$ cat src/rtl/tws_pkg.sv
package tws_pkg;
  localparam logic [3:0] ADDR_PREFIX = 4'b0011;
  localparam int BYTE_W = 8;
  localparam int REG_W  = 2 * BYTE_W;

  typedef enum logic [2:0] {
    ST_IDLE, ST_ADDR, ST_PTR, ST_WHI, ST_WLO, ST_READ, ST_SKIP
  } tws_st_e;
endpackage

$ cat src/rtl/tws_glitch_filter.sv
module tws_glitch_filter #(
  parameter int LEN = 4
) (
  input  logic clk,
  input  logic rst_n,
  input  logic d_i,
  output logic q_o
);
  localparam int CW = $clog2(LEN + 1);
  logic s1, s2;
  logic [CW-1:0] cnt;

  always_ff @(posedge clk or negedge rst_n) begin
    if (!rst_n) begin
      s1 <= 1'b1; s2 <= 1'b1; q_o <= 1'b1; cnt <= '0;
    end else begin
      s1 <= d_i;
      s2 <= s1;
      if (s2 == q_o) cnt <= '0;
      else if (cnt == CW'(LEN - 1)) begin
        q_o <= s2;
        cnt <= '0;
      end else cnt <= cnt + 1'b1;
    end
  end
endmodule

$ cat src/rtl/tws_timeout.sv
module tws_timeout #(
  parameter int TO_CYCLES = 1500000
) (
  input  logic clk,
  input  logic rst_n,
  input  logic en_i,
  input  logic scl_f,
  output logic hit_o
);
  localparam int CW = $clog2(TO_CYCLES + 1);
  logic [CW-1:0] cnt;

  always_ff @(posedge clk or negedge rst_n) begin
    if (!rst_n) cnt <= '0;
    else if (scl_f) cnt <= '0;
    else if (cnt != CW'(TO_CYCLES)) cnt <= cnt + 1'b1;
  end

  assign hit_o = en_i & ~scl_f & (cnt == CW'(TO_CYCLES - 1));
endmodule

$ cat src/rtl/tws_byte_engine.sv
module tws_byte_engine
  import tws_pkg::*;
#(
  parameter int PTR_W = 4
) (
  input  logic             clk,
  input  logic             rst_n,
  input  logic             scl_f,
  input  logic             sda_f,
  input  logic             to_hit,
  input  logic [2:0]       strap_i,
  output logic [PTR_W-1:0] ptr_o,
  output logic             wr_en_o,
  output logic [REG_W-1:0] wr_data_o,
  input  logic [REG_W-1:0] rd_data_i,
  output logic             sda_oe_o
);
  tws_st_e st, nxt;
  logic scl_q, sda_q, in_ack, mack, lo_next;
  logic [3:0] cnt;
  logic [BYTE_W-1:0] sh, tx, hi_q;
  logic [REG_W-1:0] rd_q;
  logic [2:0] strap_q;
  logic scl_rise, scl_fall, start_det, stop_det;

  assign scl_rise  = scl_f & ~scl_q;
  assign scl_fall  = ~scl_f & scl_q;
  assign start_det = scl_f & scl_q & sda_q & ~sda_f;
  assign stop_det  = scl_f & scl_q & ~sda_q & sda_f;

  always_ff @(posedge clk or negedge rst_n) begin
    if (!rst_n) begin
      st <= ST_IDLE; nxt <= ST_IDLE; scl_q <= 1'b1; sda_q <= 1'b1;
      in_ack <= 1'b0; mack <= 1'b0; lo_next <= 1'b0; cnt <= '0;
      sh <= '0; tx <= '0; hi_q <= '0; rd_q <= '0; strap_q <= '0;
      ptr_o <= '0; wr_en_o <= 1'b0; wr_data_o <= '0; sda_oe_o <= 1'b0;
    end else begin
      scl_q   <= scl_f;
      sda_q   <= sda_f;
      wr_en_o <= 1'b0;
      if (to_hit || stop_det) begin
        st <= ST_IDLE; in_ack <= 1'b0; sda_oe_o <= 1'b0;
      end else if (start_det) begin
        st <= ST_ADDR; cnt <= '0; in_ack <= 1'b0; sda_oe_o <= 1'b0;
        strap_q <= strap_i;
      end else if (st == ST_READ) begin
        if (scl_rise) begin
          if (in_ack) mack <= ~sda_f;
          else cnt <= cnt + 1'b1;
        end else if (scl_fall) begin
          if (in_ack) begin
            in_ack <= 1'b0;
            cnt    <= '0;
            if (mack) begin
              tx       <= lo_next ? rd_q[BYTE_W-1:0] : rd_q[REG_W-1:BYTE_W];
              sda_oe_o <= lo_next ? ~rd_q[BYTE_W-1] : ~rd_q[REG_W-1];
              lo_next  <= ~lo_next;
            end else begin
              st <= ST_SKIP; sda_oe_o <= 1'b0;
            end
          end else if (cnt == 4'd8) begin
            sda_oe_o <= 1'b0; in_ack <= 1'b1;
          end else begin
            tx       <= tx << 1;
            sda_oe_o <= ~tx[BYTE_W-2];
          end
        end
      end else if (st != ST_IDLE) begin
        if (scl_rise && !in_ack && cnt < 4'd8) begin
          sh  <= {sh[BYTE_W-2:0], sda_f};
          cnt <= cnt + 1'b1;
        end else if (scl_fall) begin
          if (in_ack) begin
            in_ack <= 1'b0; cnt <= '0; st <= nxt;
            if (nxt == ST_READ) begin
              rd_q     <= rd_data_i;
              tx       <= rd_data_i[REG_W-1:BYTE_W];
              sda_oe_o <= ~rd_data_i[REG_W-1];
              lo_next  <= 1'b1;
            end else sda_oe_o <= 1'b0;
          end else if (cnt == 4'd8) begin
            in_ack <= 1'b1;
            nxt    <= ST_SKIP;
            case (st)
              ST_ADDR: if (sh[7:1] == {ADDR_PREFIX, strap_q}) begin
                sda_oe_o <= 1'b1;
                nxt      <= sh[0] ? ST_READ : ST_PTR;
              end
              ST_PTR: begin
                ptr_o <= sh[PTR_W-1:0]; sda_oe_o <= 1'b1; nxt <= ST_WHI;
              end
              ST_WHI: begin
                hi_q <= sh; sda_oe_o <= 1'b1; nxt <= ST_WLO;
              end
              ST_WLO: begin
                wr_en_o <= 1'b1; wr_data_o <= {hi_q, sh}; sda_oe_o <= 1'b1;
              end
              default: sda_oe_o <= 1'b0;
            endcase
          end
        end
      end
    end
  end
endmodule

$ cat src/rtl/tws_sensor_slave.sv
module tws_sensor_slave #(
  parameter int PTR_W     = 4,
  parameter int FILT_LEN  = 4,
  parameter int TO_CYCLES = 1500000
) (
  input  logic             clk,
  input  logic             rst_n,
  input  logic             scl_i,
  input  logic             sda_i,
  output logic             sda_oe_o,
  input  logic [2:0]       strap_i,
  input  logic             to_en_i,
  output logic [PTR_W-1:0] reg_addr_o,
  output logic             wr_en_o,
  output logic [15:0]      wr_data_o,
  input  logic [15:0]      rd_data_i
);
  localparam int NLINES = 2;
  logic [NLINES-1:0] raw, filt;
  logic scl_f, sda_f, to_hit;

  assign raw = {scl_i, sda_i};
  for (genvar g = 0; g < NLINES; g++) begin : g_flt
    tws_glitch_filter #(.LEN(FILT_LEN)) u_flt (
      .clk(clk), .rst_n(rst_n), .d_i(raw[g]), .q_o(filt[g])
    );
  end
  assign scl_f = filt[1];
  assign sda_f = filt[0];

  tws_timeout #(.TO_CYCLES(TO_CYCLES)) u_to (
    .clk(clk), .rst_n(rst_n), .en_i(to_en_i), .scl_f(scl_f), .hit_o(to_hit)
  );

  tws_byte_engine #(.PTR_W(PTR_W)) u_eng (
    .clk(clk), .rst_n(rst_n), .scl_f(scl_f), .sda_f(sda_f), .to_hit(to_hit),
    .strap_i(strap_i), .ptr_o(reg_addr_o), .wr_en_o(wr_en_o),
    .wr_data_o(wr_data_o), .rd_data_i(rd_data_i), .sda_oe_o(sda_oe_o)
  );
endmodule

$ cat config.mk
export PLATFORM = sky130hd
export DESIGN_NAME = tws_sensor_slave
export DESIGN_NICKNAME = d
export VERILOG_FILES = /design/src/rtl/tws_pkg.sv /design/src/rtl/tws_glitch_filter.sv /design/src/rtl/tws_timeout.sv /design/src/rtl/tws_byte_engine.sv /design/src/rtl/tws_sensor_slave.sv
export SDC_FILE = /design/constraint.sdc
export NUM_CORES = 1
export LEC_CHECK = 0
export ABC_AREA = 1
export ABC_CLOCK_PERIOD_IN_PS = 3200
export BUFFER_PORTS_ARGS = -buffer_cell sky130_fd_sc_hd__buf_2
export CAP_MARGIN = 20
export CORE_MARGIN = 2
export CORE_UTILIZATION = 35
export CTS_CLUSTER_DIAMETER = 120
export DETAILED_ROUTE_END_ITERATION = 8
export GPL_TIMING_DRIVEN = 0
export REMOVE_ABC_BUFFERS = 1
export SKIP_LAST_GASP = 1
export SLEW_MARGIN = 20
export SYNTH_ARGS = -nofsm -noshare
export SYNTH_HDL_FRONTEND = slang
export SYNTH_SLANG_ARGS = --single-unit
export TNS_END_PERCENT = 100
$ cat constraint.sdc
create_clock -name clk -period 3.2 [get_ports clk]
set_input_delay 0.16 -clock clk [delete_from_list [all_inputs] [get_ports clk]]
set_output_delay 0.16 -clock clk [all_outputs]
set_load 0.005 [all_outputs]
==> run summary <==
Total Routing Usage GR -> 0.1445
Clk_lat worst skew -> 0.36 ns
TritonCTS clock tree -> done
Synth top area cells -> dfrtp_1 (48%), nand2_1 (15%), nor2_1 (4.7%)
Share of the synthesized area in the top cell type -> 0.4766
Area growth, synth to finish -> 13.36%
Worst-path clk slew -> 0.08 ns
Fraction of registers with async set/reset -> 1.000
Antenna diode count -> 0
Post-synth EDFFs -> 0
Ys flop type -> dfrtp_1
Mapped Area -> 0.005460 mm^2
Hold buffer count at CTS -> 3
Iter 0 DRT Violations -> 298
Worst Setup Path Type -> reg2reg
Gate Count Post-Synth -> 683
Delay-heaviest family, CP -> simple AND/OR/NAND/NOR gates
Crit Path Max Fanout -> 27
Final hold viol count -> 0
Core area -> 0.01520 mm^2
Slowest CP cell -> nor4_4
RSZ-0062 raised after global routing -> false
Syn_area_per_cell -> 7.994 um^2
Final #Nets -> 759
DRT Pass-1 Iters -> 4
Clock Skews -> 0.01040 ns
Rel. slew slack -> 0.4946
Leakage power -> 3.083 nW
Total gr overflow -> 0
Final ANT Viol Nets -> 0
Critical path data arrival time -> 2.49 ns
CP peak stage delay -> 0.66 ns
Chip height -> 128.9 um
Number of global-route vias before repair -> 4,058
Layout cells sized above 1 -> 0.1376
Routability Congestion -> 0.8147
Rows -> 45
Crit. Startpoint -> u_eng.st[0]$_DFFE_PN0P_
CP Data Required Time -> 3.44 ns
Final Setup Violations -> 0
Max_cap viols -> 0
Pwr Total -> 3.595 mW
H-tree Lvls -> 3
Die ar. -> 0.01662 mm^2
Sink count of the clock tree -> 112
Max Fclk -> 443.4 MHz
First-pass GRT wire length -> 19,260 um
Outcome -> complete, no violations
Buf/Inv on CP -> 1
Routed WL -> 11,130 um
Final worst-path cycle share -> 0.7047
Peak supply drop -> 0.3617 mV
Initial core utilization -> 0.3592
Maximum number of pins on one net before global-route repair -> 63
Routed length per placed instance -> 12.07 um
CTS buffer count -> 9
DRC viols -> 0
Synthesized flop and latch total -> 112
Register area share after synthesis -> 0.5151
Reg2reg start -> u_eng.st[0]$_DFFE_PN0P_
Port Buf Inserts -> 45
Synth Warn # -> 0
# IOs -> 46
Vias/cell -> 4.749
Initial antenna violation count -> 0
DP HPWL -> 7656 um
Clock root cell -> clkbuf_16
Crit. End Element -> flip-flop
Final min period -> 2.255 ns
Leading area contributor after synthesis -> dfrtp_1
Final Max Tran Viols -> 0
Crit start category -> flip-flop
Clock Path Buffers -> 2
Routed vias -> 4,379
Post_cts resized -> 0
Setup bufs post-CTS -> 0
Pin slew with the least headroom to its limit -> 0.7524 ns
Count of cell types in the netlist -> 35
Hold WC Path Type -> in2reg
Setup tns final -> 0 ns
Die X -> 128.9 um
P per Cell Area -> 580.7 mW/mm^2
Hold_sp -> strap_i[0]
Crit path cell chain -> nand3_4 -> inv_2 -> nor4_4 -> nand2_4 -> nand2_1 -> o21ai_2
==> report_power, final <==
group / total (mW) / leakage (nW) / internal, mW / switching, mW
clock network: 1.11 / 0.144 / 0.569 / 0.545
registers: 1.71 / 1.51 / 1.57 / 0.144
logic: 0.768 / 1.42 / 0.252 / 0.516
==> through the flow <==
| step | cell area, um^2 | hold WS [ns] | setup slack (ns) | instances | utilization |
|---|---|---|---|---|---|
| final | 6190 | 0.01580 | 0.9449 | 922 | 0.4072 |
| after global routing | 6190 | 0.01964 | 0.7293 | 922 | 0.4072 |
| after CTS | 6190 | 0.01135 | 0.9045 | 922 | 0.4072 |
| after detailed placement | 5864 | 0.1449 | 0.9157 | 903 | 0.3858 |
| after global placement | 5831 | 0.2664 | 0.5867 | 902 | 0.3835 |
| after floorplan | 5370 | -0.1356 | 1.420 | 669 | - |
==> placed cells by master, fill, tap and decap left out, types with 3 or more instances in the layout <==
cell type / netlist / routed
nand2_1: 213 / 213
xnor2_1: 4 / 4
inv_2: 8 / 8
clkbuf_16: 0 / 9
inv_6: 0 / 3
nor3_1: 7 / 7
dfrtp_1: 104 / 104
inv_1: 65 / 65
a22oi_1: 6 / 6
a21oi_1: 34 / 34
ha_1: 6 / 6
o21ai_1: 8 / 8
nand2_2: 4 / 4
nand3_1: 46 / 46
o21ai_0: 50 / 50
buf_2: 3 / 44
dfstp_2: 8 / 8
o21ai_2: 7 / 7
xor2_1: 3 / 3
dlygate4sd3_1: 0 / 3
nand4_1: 8 / 8
nor2_1: 68 / 68
==> sequential cells by signal (all words and copies together) (netlist names), 4 cells and up <==
signal	flops
u_eng.sh	8
u_eng.cnt	4
u_eng.rd_q	16
u_eng.ptr_o	4
u_eng.hi_q	8
u_to.cnt	21
u_eng.tx	7
g_flt.u_flt.cnt	6
u_eng.wr_data_o	16
==> area by class of cell <==
cell class | instances | area [um^2]
multi-input cells | 484 | 2283
repair buffers | 49 | 289.0
well taps | 188 | 235.2
inverters | 73 | 274.0
fillers | 1557 | 9012
clock buffers | 10 | 239.0
flip-flops and latches | 112 | 2813
clock inverters | 6 | 56.30
==> tightest hold or removal path, cell delays in order <==
cell	delay [ns]
buf_2	0.09
nand2_1	0.05
nand2_1	0.04
==> kinds of logic (layout without fill, tap and decap cells) <==
group / count (synthesis) / count (layout) / synth area share
compound gates: 108 / 108 / 0.1077
xor+xnor: 7 / 7 / 0.01123
fa+ha+maj: 6 / 6 / 0.01375
buf+inv: 87 / 138 / 0.06668
flops: 112 / 112 / 0.5151
simple gates: 363 / 363 / 0.2855
==> Yosys cell counts (all sizes together) (2+ instances only) <==
cell type / count
nand2: 219
dfrtp: 104
inv: 73
nor2: 72
o21ai: 65
nand3: 49
a21oi: 34
buf: 10
dfstp: 8
nand4: 8
nor3: 7
a22oi: 6
ha: 6
clkbuf: 4
xnor2: 4
nor4: 3
xor2: 3
nor3b: 2
or2: 2
==> path summary, 6_finish.rpt <==
path,endpoint,slack (ns),cells after the start
setup / recovery,u_eng.rd_q[9]$_DFFE_PN0P_,0.94,6
hold / removal,u_eng.strap_q[0]$_DFFE_PN0P_,0.02,3
setup reg to reg,u_eng.rd_q[9]$_DFFE_PN0P_,0.94,6
hold reg to reg,g_flt[1].u_flt.s2$_DFF_PN1_,0.36,0
max in group asynchronous,g_flt[0].u_flt.s2$_DFF_PN1_,2.19,3
min in group asynchronous,u_eng.wr_data_o[15]$_DFFE_PN0P_,0.31,2
==> per-layer routing <==
layer  GRT usage  vias to the layer above  share of wire
met5           0                        -              0
li1            -                     2295              -
met2      0.2291                       54           0.44
met3     0.03077                       12          0.029
met1      0.1959                     2018           0.51
met4     0.05307                        0          0.019
Note: power is estimated with default switching activity, not from simulation.
